<file path="config.mk">
export PLATFORM = sky130hd
export DESIGN_NAME = escwdt
export DESIGN_NICKNAME = d
export VERILOG_FILES = /design/src/rtl/escwdt_pkg.sv /design/src/rtl/escwdt_datapath.sv /design/src/rtl/escwdt_ctrl.sv /design/src/rtl/escwdt.sv
export SDC_FILE = /design/constraint.sdc
export NUM_CORES = 1
export LEC_CHECK = 0
export CAP_MARGIN = 20
export CORE_MARGIN = 5
export CORE_UTILIZATION = 40
export CTS_CLUSTER_DIAMETER = 40
export CTS_CLUSTER_SIZE = 20
export DETAILED_ROUTE_END_ITERATION = 7
export GPL_TIMING_DRIVEN = 1
export PLACE_DENSITY_LB_ADDON = 0.12
export SETUP_SLACK_MARGIN = 0.2
export SLEW_MARGIN = 20
export SYNTH_ARGS = -nofsm -noshare
export SYNTH_HDL_FRONTEND = slang
export SYNTH_SLANG_ARGS = --single-unit
</file>
<file path="constraint.sdc">
create_clock -name clk -period 2.06 [get_ports clk]
set_clock_uncertainty 0.1 [all_clocks]
set_input_delay 0.412 -clock clk [delete_from_list [all_inputs] [get_ports clk]]
set_output_delay 0.412 -clock clk [all_outputs]
set_load 0.01 [all_outputs]
</file>
<file path="src/rtl/escwdt_pkg.sv">
package escwdt_pkg;
  localparam int DATA_W = 32;
  localparam logic [3:0] OFS_CTRL0 = 4'h0;
  localparam logic [3:0] OFS_CTRL1 = 4'h4;
  localparam logic [3:0] OFS_TBASE = 4'h8;
  localparam int BIT_EN2  = 0;
  localparam int BIT_EN1  = 1;
  localparam int BIT_STATE = 2;
  localparam int BIT_CAUSE = 3;

  typedef struct packed {
    logic run;
    logic restart;
  } wdtStrobe_t;
endpackage

</file>
<file path="src/rtl/escwdt_datapath.sv">
module escwdt_datapath
  import escwdt_pkg::*;
#(
  parameter int INTERVAL_LOG2 = 8,
  parameter int TB_WIDTH = 32
) (
  input  logic                clk,
  input  logic                rstN,
  input  wdtStrobe_t          strobe,
  output logic                atLimit,
  output logic [TB_WIDTH-1:0] timebase
);
  logic [INTERVAL_LOG2-1:0] intervalQ;

  always_ff @(posedge clk or negedge rstN) begin
    if (!rstN) begin
      intervalQ <= '0;
      timebase  <= '0;
    end else begin
      timebase <= timebase + 1'b1;
      if (strobe.restart) intervalQ <= '0;
      else if (strobe.run) intervalQ <= intervalQ + 1'b1;
    end
  end

  assign atLimit = &intervalQ;

  assert_hold_count_R4: assert property (@(posedge clk) disable iff (!rstN)
    (!strobe.run && !strobe.restart) |=> $stable(intervalQ));

  assert_timebase_step_R3: assert property (@(posedge clk) disable iff (!rstN)
    1'b1 |=> timebase == TB_WIDTH'($past(timebase) + 1'b1));
endmodule

</file>
<file path="src/rtl/escwdt_ctrl.sv">
module escwdt_ctrl
  import escwdt_pkg::*;
#(
  parameter int TB_WIDTH = 32
) (
  input  logic                clk,
  input  logic                rstN,
  input  logic                porN,
  input  logic [3:0]          regAddr,
  input  logic                wrEn,
  input  logic [DATA_W-1:0]   wrData,
  input  logic                atLimit,
  input  logic [TB_WIDTH-1:0] timebase,
  output wdtStrobe_t          strobe,
  output logic [DATA_W-1:0]   rdData,
  output logic                irqOut,
  output logic                rstReqOut
);
  logic en1Q, en2Q, wdStateQ, causeQ;
  logic wrCtrl0, wrCtrl1, run, restart, expire;

  assign wrCtrl0 = wrEn && (regAddr == OFS_CTRL0);
  assign wrCtrl1 = wrEn && (regAddr == OFS_CTRL1);
  assign run     = en1Q && en2Q;
  assign restart = wrCtrl0 && (wrData[BIT_STATE] || wrData[BIT_CAUSE]);
  assign expire  = run && !restart && atLimit;

  assign strobe.run     = run;
  assign strobe.restart = restart;

  always_ff @(posedge clk or negedge rstN) begin
    if (!rstN) begin
      en1Q      <= 1'b0;
      en2Q      <= 1'b0;
      wdStateQ  <= 1'b0;
      rstReqOut <= 1'b0;
    end else begin
      if (wrCtrl0) en1Q <= wrData[BIT_EN1];
      if (wrCtrl1) en2Q <= wrData[BIT_EN2];
      if (!run) wdStateQ <= 1'b0;
      else if (wrCtrl0 && wrData[BIT_STATE]) wdStateQ <= 1'b0;
      else if (expire) wdStateQ <= 1'b1;
      rstReqOut <= expire && wdStateQ;
    end
  end

  always_ff @(posedge clk or negedge porN) begin
    if (!porN) causeQ <= 1'b0;
    else if (rstN) begin
      if (wrCtrl0 && wrData[BIT_CAUSE]) causeQ <= 1'b0;
      else if (expire && wdStateQ) causeQ <= 1'b1;
    end
  end

  assign irqOut = wdStateQ;

  always_comb begin
    rdData = '0;
    unique case (regAddr)
      OFS_CTRL0: rdData[3:0] = {causeQ, wdStateQ, en1Q, en2Q};
      OFS_CTRL1: rdData[0]   = en2Q;
      OFS_TBASE: rdData      = DATA_W'(timebase);
      default:   rdData      = '0;
    endcase
  end

  assert_req_single_R6: assert property (@(posedge clk) disable iff (!rstN)
    rstReqOut |=> !rstReqOut);

  assert_req_after_stage_R6: assert property (@(posedge clk) disable iff (!rstN)
    rstReqOut |-> ($past(wdStateQ) && causeQ));

  assert_stage_drop_R8: assert property (@(posedge clk) disable iff (!rstN)
    !run |=> !wdStateQ);

  assert_ack_clears_R7: assert property (@(posedge clk) disable iff (!rstN)
    (wrCtrl0 && wrData[BIT_STATE]) |=> !wdStateQ);
endmodule

</file>
<file path="src/rtl/escwdt.sv">
module escwdt
  import escwdt_pkg::*;
#(
  parameter int INTERVAL_LOG2 = 8,
  parameter int TB_WIDTH = 32
) (
  input  logic        clk,
  input  logic        rstN,
  input  logic        porN,
  input  logic [3:0]  regAddr,
  input  logic        wrEn,
  input  logic [31:0] wrData,
  output logic [31:0] rdData,
  output logic        irqOut,
  output logic        rstReqOut
);
  wdtStrobe_t          strobe;
  logic                atLimit;
  logic [TB_WIDTH-1:0] timebase;

  escwdt_ctrl #(.TB_WIDTH(TB_WIDTH)) u_ctrl (
    .clk(clk), .rstN(rstN), .porN(porN), .regAddr(regAddr), .wrEn(wrEn),
    .wrData(wrData), .atLimit(atLimit), .timebase(timebase), .strobe(strobe),
    .rdData(rdData), .irqOut(irqOut), .rstReqOut(rstReqOut)
  );

  escwdt_datapath #(.INTERVAL_LOG2(INTERVAL_LOG2), .TB_WIDTH(TB_WIDTH)) u_dp (
    .clk(clk), .rstN(rstN), .strobe(strobe), .atLimit(atLimit), .timebase(timebase)
  );
endmodule

</file>
# Yosys cells after proc, flatten, opt, wreduce, memory -nomap -nowiden
# Index checks and enable logic that the tools add are counted.
[classes] add_sub_neg=2 n_eq_ne=3 muxes=10 reduce_logical=17
[ops] op="$add 32x1->32 const B" n=1
[ops] op="$mux 28" n=1
[ops] op="$mux 8" n=2
[ops] op="$logic_and 1x1->1" n=9
[ops] op="$add 8x1->8 const B" n=1
[ops] op="$reduce_and 8->1" n=1
[ops] op="$pmux 3 s2" n=1
[ops] op="$mux 1" n=5
[ops] op="$eq 4x3->1 const B" n=1
[ops] op="$eq 4x4->1 const B" n=1
[ops] op="$logic_not 4->1" n=1
[ops] op="$reduce_bool 2->1" n=2
[ops] op="$ne 3x3->1 const B" n=1
[ops] op="$pmux 1 s2" n=1
[ops] op="$reduce_and 2->1" n=1
[ops] op="$reduce_or 2->1" n=1
[ops] op="$logic_not 1->1" n=1
[ops] op="$logic_or 1x1->1" n=1
[word_totals] regBits=45 input_bits=40 output_inout_bits=34 word_cells=39

# Depth between registers and ports, before layout
# Gate-level depths: netlist of run 1.
[depth] word_depth=9 ltp_mapped=5 depth_no_buf=5

# Cells and area by module
# A second synthesis of run 1 with hierarchy kept.
[unflattened] hier_cells=220 area_unflattened_um2=2313.5
[modules_own_cells] mod="escwdt_datapath" instances=1 cells_per_inst=159 area_per_inst_um2=1788.0 seq_area_each_um2=1001.0
[modules_own_cells] mod="escwdt_ctrl" instances=1 cells_per_inst=61 area_per_inst_um2=525.5 seq_area_each_um2=125.1

# Worst setup path after synthesis of run 1
# No wires, ideal clock.
[synth_timing] path_kind="input to output" from="input regAddr[1]" to="output rdData[1]" arrival_time_ns=1.414 required_time_ns=1.548 path_slack_ns=0.134 stages=3 n_path_buf=1 cell_sequence="nor4b_1 -> clkbuf_1 -> a22o_1"
[synth_between] elab_chain_cells=2 elab_cells_between_ends=3 cone_classes="eq/ne: 1; mux: 1; reduce/logical: 1"
[synth_rtl] item="start: declaration" line_no="escwdt.sv:10" source="input logic [3:0] regAddr,"
[synth_rtl] item="$eq 4x4->1 or $logic_not 4->1 (tied branches)" line_no="escwdt_ctrl.sv:59" source="unique case (regAddr)"
[synth_rtl] item="$pmux 3 s2 *" line_no="escwdt_ctrl.sv:59"
[synth_rtl] item="end: declaration" line_no="escwdt.sv:13" source="output logic [31:0] rdData,"
# Every way passes the cells marked *; elsewhere a longest branch is shown, timed or not.

# Worst setup path after layout of run 1
[layout_timing] from="input regAddr[0]" to="output rdData[12]"
[layout_between] elab_chain_cells=2
[layout_rtl] item="$eq 4x4->1" line_no="escwdt_ctrl.sv:59"
[layout_rtl] item="$mux 28" line_no="escwdt_ctrl.sv:59"
# Every way passes these cells.

==> summary.txt, run 1 <==
Worst setup path
  • Required time of the worst setup path: 1550 ps
  • Critical path capture point type: output pin
  • Slowest-stage cell, CP: nor4b_4
  • CP arrival: 1510 ps
  • Crit-path max FO: 5
  • Crit path cell chain: buf_8 > nor4b_4 > buf_4 > buf_16 > buf_8 > buf_6 > and2_4 > buf_6
  • Critical Path Max Stage Delay: 280 ps
  • Crit path kind: in -> out
  • RR Startpoint: u_dp.timebase[0]
  • Critical Path Start: regAddr[0]
  • Worst Setup Start Kind: input pin
  • R2R depth: 6

Clock network
  • Clk buf depth: 2
  • Inserted Clock Buffers: 5
  • Number of H-tree levels: 2
  • Clk root buf: clkbuf_8
  • Total clock sinks: 45
  • CTS clk-pin slew, worst paths: 80 ps
  • Worst-Skew Late Latency: 300 ps
  • TritonCTS clock tree: built

Timing
  • Final period util: 98.0%
  • Worst-Margin Slew: 461 ps
  • Final max-slew violation count: 0
  • Final Setup Violations: 0
  • Top achievable clock speed: 495 MHz
  • RSZ-0062 raised after global routing: yes
  • Hold_ws: 146 ps
  • Hold Violations, Final: 0
  • Tmin final: 2020 ps
  • Rel. slew slack: 69.3%

Pwr
  • Leakage Power: 1.56 nW
  • Total power: 0.00182 W
  • PwrDens: 542 nW/um^2
  • VDD IR max: 314 uV

Yosys
  • Area share of the largest cell type after synthesis: 48.3%
  • Largest area contributor in the netlist: dfrtp_1
  • YS warnings: 0
  • Syn nets: 265
  • Synth Instances: 223
  • Yosys cell types: 37
  • Register area share after synthesis: 48.3%
  • Post-Synthesis Cell Area: 2330 um^2
  • Most frequent cell after synthesis: dfrtp_1
  • EDFF count, synth: 0
  • Synth Area per Inst: 10.5 um^2
  • Commonest cells post-synth: 45 x dfrtp_1, 29 x and2_1, 19 x xnor2_1
  • Ys async rst share: 100%
  • Most area-consuming cells after synthesis: dfrtp_1 48%, and2_1 7.8%, xnor2_1 7.1%, xor2_1 5.6%, nand4_1 3.5%
  • Post-synthesis register bit count: 45
  • Leading register cell type out of synthesis: dfrtp_1

Floorplanning
  • # IOs: 74
  • Die ar.: 7460 um^2
  • Die X: 86.4 um
  • Core area: 5570 um^2
  • Initial core utilization: 41.9%
  • Row cnt: 27
  • Die Ht: 86.4 um

Global route
  • Grt ovf: 0
  • Largest net degree at the start of global routing: 37
  • GRT Total Usage: 15.7%
  • Initial antenna violation count: 0
  • First-pass GRT wire length: 9140 um
  • Vias in the first global route: 1,850

Cells and area
  • Fill cell count: 509
  • Share of cells above drive strength 1: 39.0%
  • Nets: 342
  • ANT cells: 0
  • Syn-to-layout area delta: 44.2%

Placement
  • Dpl hpwl: 3590 um
  • GPL Wtd Cong: 0.785
  • PortBufs: 45

Route
  • DRC: 0
  • Vias: 1,840
  • Antenna Violating Nets Remaining: 0
  • DRT iter0 DRCs: 44
  • Total Wirelength: 5340 um
  • Via density: 4.95
  • Drt pass-1 iters: 4
  • Routed wire per std cell: 14.4 um

Outcome
  • Status: complete, no violations

Run
  • Max-capacitance violation count: 0

Min path
  • Tightest Hold Check Type: in -> async
## critical path: cells and delay by family
kind          cells  cell delay [ps]
buf+inv           6              690
simple gates      2              400
## cell families after synthesis
family | Yosys count | share of synthesized area, %
DFF | 45 | 48.3
xor gates and xnor gates | 34 | 12.8
buffers and inverters | 10 | 2.09
muxes | 2 | 0.965
and+or+nand+nor | 116 | 30.9
AOI/OAI and AO/OA | 14 | 3.97
adders and majority gates | 2 | 1.07
## flip-flops by register name (all words and copies together), names as in the netlist
signal,flops
u_dp.timebase,32
u_dp.intervalQ,8
u_ctrl.causeQ,1
u_ctrl.en1Q,1
u_ctrl.en2Q,1
u_ctrl.irqOut,1
u_ctrl.rstReqOut,1
## stage by stage
step           util [%]  cells  setup WS, ps  area, um^2  setup TNS, ps
4_1_cts            56.4    366          14.5        3140              0
3_5_place_dp       52.8    345          -639        2940         -20570
2_1_floorplan         -    223           304        2340              0
3_3_place_gp       52.8    345          -609        2940         -19260
5_1_grt            60.4    372         -37.0        3370           -416
6_report           60.4    372          40.4        3370              0
## path summary, 6_finish.rpt
| kind | end | slack, ps |
|---|---|---|
| setup / recovery | rdData[12] | 40 |
| hold / removal | u_ctrl.causeQ | 150 |
| setup reg to reg | u_dp.timebase[22] | 310 |
| hold reg to reg | u_dp.timebase[31] | 400 |
| max in group asynchronous | u_dp.timebase[18] | 710 |
| min in group clk | u_dp.timebase[31] | 400 |
## cell usage in the layout, fill, tap and decap left out, types with 6 or more instances in the layout
| master | count |
|---|---|
| dfrtp_1 | 45 |
| buf_6 | 38 |
| and2_4 | 28 |
| xnor2_1 | 19 |
| nor2_1 | 16 |
| nand3_1 | 15 |
| xor2_1 | 15 |
| buf_4 | 14 |
| nand4_1 | 13 |
| nand2_1 | 13 |
| clkdlybuf4s50_1 | 8 |
| buf_2 | 7 |
| clkbuf_8 | 6 |
## power by group
part	total, W	internal (W)	switching, W
Combinational	0.000231	0.000123	0.000108
Sequential	0.00104	0.000959	0.0000767
Clock	0.000557	0.000266	0.000290
## timing repair
item                       4_1_cts  5_1_grt
gates resized for setup        182       39
gates cloned                     3        0
hold buffers                     1        0
buffers inserted                10        6
setup endpoints to repair       34       34
hold endpoints to repair         8        0
pin swaps                        5        3
## cell type report
| cell class | instances | area (um^2) | area share (%) |
|---|---|---|---|
| multi-input cells | 168 | 1250 | 37.0 |
| flip-flops and latches | 45 | 1130 | 33.5 |
| repair buffers | 75 | 798 | 23.7 |
| well taps | 72 | 90.1 | 2.68 |
| clock buffers | 7 | 86.3 | 2.57 |
| inverters | 5 | 18.8 | 0.558 |
## metal layers
metal	global-route usage [%]	routed length [um]
met5	0	0
met4	5.81	75
met3	3.52	199
met2	24.3	2520
met1	21.3	2540
Power figures use the tool's default switching activity.
==> run 2, diff against run 1 <==
--- a/config.mk
+++ b/config.mk
@@ -13,7 +13,6 @@
 export DETAILED_ROUTE_END_ITERATION = 7
 export GPL_TIMING_DRIVEN = 1
 export PLACE_DENSITY_LB_ADDON = 0.12
-export SETUP_SLACK_MARGIN = 0.2
 export SLEW_MARGIN = 20
 export SYNTH_ARGS = -nofsm -noshare
 export SYNTH_HDL_FRONTEND = slang
==> summary.txt, run 2 (synthesis gave the netlist of run 1 again) <==
Cells and area
  • ANT cells: 0
  • Largest regs: u_dp.timebase (32), u_dp.intervalQ (8)
  • Max reg flops: 32
  • Post-Layout Cell Count: 357
  • Syn-to-layout area delta: 25.8%
  • Most frequent cells in the layout: 45 x dfrtp_1, 29 x and2_1, 29 x buf_2, 19 x xnor2_1, 16 x nor2_1
  • Commonest non-fill, non-tap cell in the layout: dfrtp_1
  • Share of cells above drive strength 1: 26.0%
  • Nets: 327
  • Biggest register: u_dp.timebase

Global route
  • Vias in the first global route: 1,824
  • Largest net degree at the start of global routing: 43
  • First-pass GRT wire length: 8990 um
  • Initial antenna violation count: 0
  • Grt ovf: 0
  • GRT Total Usage: 15.3%

Clock network
  • Clk buf depth: 2
  • CTS clk-pin slew, worst paths: 80 ps
  • Worst-Skew Late Latency: 300 ps
  • Clk root buf: clkbuf_8
  • Inserted Clock Buffers: 5
  • TritonCTS clock tree: built
  • Total clock sinks: 45
  • Number of H-tree levels: 2

Worst setup path
  • CP delay by family, top: buffers and inverters
  • CP arrival: 1540 ps
  • CP bufs+invs: 4
  • Required time of the worst setup path: 1550 ps
  • Crit-path max FO: 7
  • Crit path kind: in -> out
  • Slowest-stage cell, CP: bufbuf_16
  • Critical path capture point type: output pin
  • Critical Path Max Stage Delay: 260 ps
  • Worst Setup Start Kind: input pin
  • Crit path cell chain: clkdlybuf4s15_2 > nor4b_4 > buf_4 > bufbuf_16 > and2_1 > buf_2

Timing
  • Final Setup Violations: 0
  • Top achievable clock speed: 486 MHz
  • Worst-Margin Slew: 528 ps
  • Final WS setup: 3.48 ps
  • Hold Violations, Final: 0
  • Tmin final: 2060 ps
  • Rel. slew slack: 64.8%
  • Final period util: 99.8%
  • RSZ-0062 raised after global routing: yes
  • Final max-slew violation count: 0

Placement
  • Pre-CTS WS: -644 ps
  • Cells after DPL: 346
  • PortBufs: 45
  • GPL Wtd Cong: 0.774
  • Dpl hpwl: 3570 um

Route
  • Via density: 5.04
  • DRT iter0 DRCs: 79
  • Total Wirelength: 5110 um
  • Antenna Violating Nets Remaining: 0
  • Vias: 1,798
  • DRC: 0
  • Routed wire per std cell: 14.3 um
  • Drt pass-1 iters: 4

Pwr
  • Leakage Power: 1.40 nW
  • PwrDens: 615 nW/um^2
  • VDD IR max: 279 uV
  • Total power: 0.00181 W

Floorplanning
  • Row cnt: 27
  • Die ar.: 7460 um^2
  • Initial core utilization: 41.9%
  • Die X: 86.4 um
  • Die Ht: 86.4 um
  • # IOs: 74
  • Core area: 5570 um^2

Outcome
  • Status: complete, no violations

Min path
  • Tightest Hold Check Type: in -> async

Run
  • Max-capacitance violation count: 0
[run 2: power breakdown]
part	leakage (nW)	internal [W]	switching, W
clock network	0.0433	0.000265	0.000299
registers	0.599	0.000959	0.0000792
logic	0.757	0.000103	0.000100
total	1.40	0.00133	0.000478
[run 2: final timing paths]
kind / depth (start not counted) / slack [ps] / end / startpoint
max: 6 / 3 / rdData[7] / regAddr[0]
min: 1 / 150 / u_ctrl.causeQ / porN
max reg2reg: 6 / 310 / u_dp.timebase[30] / u_dp.timebase[0]
min reg2reg: 1 / 370 / u_dp.timebase[31] / u_dp.timebase[31]
max in group asynchronous: 3 / 810 / u_dp.timebase[5] / rstN
min in group clk: 1 / 370 / u_dp.timebase[31] / u_dp.timebase[31]
[run 2: what timing repair did]
action                                  4_1_cts  5_1_grt
hold buffers                                  1        0
pin swaps                                     1        0
endpoints found under the setup margin       32       30
cloned                                        2        0
endpoints found under the hold margin         2        0
buffers inserted                              2        0
resized for setup                           128       16
[run 2: layer usage]
metal  up-vias  GRT usage [%]  wire length, um
li1        895              -                -
met1       868           21.0             2460
met2        27           24.2             2380
met3         8           3.80              208
met4         0           3.54               61
met5         -              0                0
[run 2: through the flow]
step / utilization [%] / area [um^2] / hold slack (ps) / setup TNS [ps]
global placement: 52.5 / 2930 / 121 / -18710
floorplan: - / 2330 / 16.4 / 0
global route: 52.7 / 2940 / 135 / -331
finish: 52.7 / 2940 / 146 / 0
CTS: 54.5 / 3040 / 142 / -38.7
detailed placement: 52.5 / 2930 / 121 / -20070
[run 2: cell type report]
class	count	area, um^2
fillers	546	2640
multi-input cells	168	1180
flip-flops and latches	45	1130
repair buffers	60	430
well taps	72	90.1
clock buffers	6	82.6
inverters	5	18.8
clock inverters	1	7.51
==> run 3, diff against run 2 <==
--- a/config.mk
+++ b/config.mk
@@ -5,6 +5,8 @@
 export SDC_FILE = /design/constraint.sdc
 export NUM_CORES = 1
 export LEC_CHECK = 0
+export ABC_AREA = 0
+export ABC_CLOCK_PERIOD_IN_PS = 2600
 export CAP_MARGIN = 20
 export CORE_MARGIN = 5
 export CORE_UTILIZATION = 40
==> constraint.sdc (replaced) <==
create_clock -name clk -period 2.6 [get_ports clk]
set_clock_uncertainty 0.1 [all_clocks]
set_input_delay 0.52 -clock clk [delete_from_list [all_inputs] [get_ports clk]]
set_output_delay 0.52 -clock clk [all_outputs]
set_load 0.01 [all_outputs]
==> summary.txt, run 3 (synthesis gave the netlist of run 1 again) <==
Outcome
  • Status: complete, no violations

Clock network
  • Clk buf depth: 2
  • CTS clk-pin slew, worst paths: 70 ps
  • Inserted Clock Buffers: 5
  • Clk root buf: clkbuf_8
  • Total clock sinks: 45
  • Worst-Skew Late Latency: 290 ps
  • TritonCTS clock tree: built
  • Number of H-tree levels: 2

Pwr
  • Total power: 0.00142 W
  • VDD IR max: 303 uV
  • Leakage Power: 1.55 nW
  • PwrDens: 470 nW/um^2

Global route
  • First-pass GRT wire length: 8450 um
  • GRT Total Usage: 14.5%
  • Grt ovf: 0
  • Vias in the first global route: 1,760
  • Largest net degree at the start of global routing: 39
  • Initial antenna violation count: 0

Worst setup path
  • Crit path cell chain: dlygate4sd2_1 > nor4b_4 > buf_4 > buf_4 > buf_4 > and2_1 > clkdlybuf4s15_1
  • Critical Path Max Stage Delay: 330 ps
  • Critical path capture point type: output pin
  • Slowest-stage cell, CP: nor4b_4
  • CP bufs+invs: 5
  • CP arrival: 1880 ps
  • CP delay by family, top: buffers and inverters
  • Most frequent CP cell: buf_4
  • Crit-path max FO: 9
  • Required time of the worst setup path: 1980 ps
  • Crit path kind: in -> out
  • Worst Setup Start Kind: input pin

Route
  • Vias: 1,775
  • Via density: 5.04
  • Routed wire per std cell: 14.2 um
  • DRT iter0 DRCs: 54
  • Antenna Violating Nets Remaining: 0
  • DRC: 0
  • Drt pass-1 iters: 4
  • Total Wirelength: 5000 um

Floorplanning
  • # IOs: 74
  • Row cnt: 27
  • Core area: 5570 um^2
  • Die X: 86.4 um
  • Die Ht: 86.4 um
  • Initial core utilization: 41.9%
  • Die ar.: 7460 um^2

Cells and area
  • Nets: 322
  • Largest regs: u_dp.timebase (32), u_dp.intervalQ (8)
  • Max reg flops: 32
  • Syn-to-layout area delta: 29.1%
  • Biggest register: u_dp.timebase
  • Commonest non-fill, non-tap cell in the layout: dfrtp_1
  • Fin area: 3010 um^2
  • Share of cells above drive strength 1: 14.3%
  • Most frequent cells in the layout: 45 x dfrtp_1, 29 x and2_1, 19 x xnor2_1, 16 x nor2_1
  • ANT cells: 0

Timing
  • RSZ-0062 raised after global routing: no
  • Final Setup Violations: 0
  • Worst-Margin Slew: 696 ps
  • Tmin final: 2500 ps
  • Hold_ws: 261 ps
  • Final max-slew violation count: 0
  • Rel. slew slack: 53.4%
  • Final period util: 96.0%
  • Hold Violations, Final: 0
  • Top achievable clock speed: 401 MHz
  • Setup tns final: 0 ps
  • Final WS setup: 103 ps

Placement
  • Placed cell area: 2890 um^2
  • PortBufs: 45
  • Pre-CTS WS: -328 ps
  • Dpl hpwl: 3590 um
  • GPL Wtd Cong: 0.782

Run
  • Max-capacitance violation count: 0

Min path
  • Tightest Hold Check Type: in -> async
==> run 3: cell types whose count changed in the layout (fill, tap and decap cells not counted), sizes merged <==
cell	delta
buf	-32
dlymetal6s2s	+11
bufbuf	-1
clkinvlp	-1
clkbuf	+1
dlygate4sd2	+10
clkdlybuf4s15	+7
==> run 3: power breakdown <==
| group | leakage [nW] | internal (W) | switching [W] |
|---|---|---|---|
| sequential | 0.599 | 0.000760 | 0.0000622 |
| clock | 0.0443 | 0.000211 | 0.000220 |
| combinational | 0.907 | 0.0000793 | 0.0000822 |
| total | 1.55 | 0.00105 | 0.000365 |
==> run 3: timing repair <==
action                                 CTS  global route
setup endpoints to repair               32            19
pin swaps                                1             0
buffers inserted                         2             0
hold buffers                             1             0
endpoints found under the hold margin    6             0
resized for setup                       39            25
gates cloned                             1             0
==> run 3: per-stage QoR <==
| step | std cells | util [%] |
|---|---|---|
| after CTS | 352 | 53.9 |
| final | 352 | 54.1 |
| after global placement | 341 | 51.9 |
| after detailed placement | 341 | 51.9 |
| after global routing | 352 | 54.1 |
| after floorplan | 223 | - |
==> run 3: cell type report <==
class	count	area, um^2
flip-flops and latches	45	1130
well taps	72	90.1
inverters	5	18.8
multi-input cells	168	1180
clock buffers	7	86.3
fillers	515	2560
repair buffers	55	515
==> run 3: worst paths after layout <==
| kind | start | endpoint | slack [ps] | depth (start not counted) |
|---|---|---|---|---|
| min reg2reg | u_dp.timebase[31] | u_dp.timebase[31] | 370 | 1 |
| min in group clk | u_dp.timebase[31] | u_dp.timebase[31] | 370 | 1 |
| min | porN | u_ctrl.causeQ | 260 | 1 |
| max | regAddr[2] | rdData[28] | 100 | 7 |
| max reg2reg | u_dp.timebase[0] | u_dp.timebase[30] | 600 | 5 |
| max in group asynchronous | rstN | u_dp.timebase[4] | 1170 | 3 |
==> run 3: per-layer routing <==
| metal | up-vias | part of all wire, % | track usage, % |
|---|---|---|---|
| li1 | 882 | - | - |
| met1 | 857 | 48 | 20.2 |
| met2 | 31 | 47 | 22.0 |
| met3 | 5 | 4.2 | 4.09 |
| met4 | 0 | 1.4 | 4.25 |
| met5 | - | 0 | 0 |
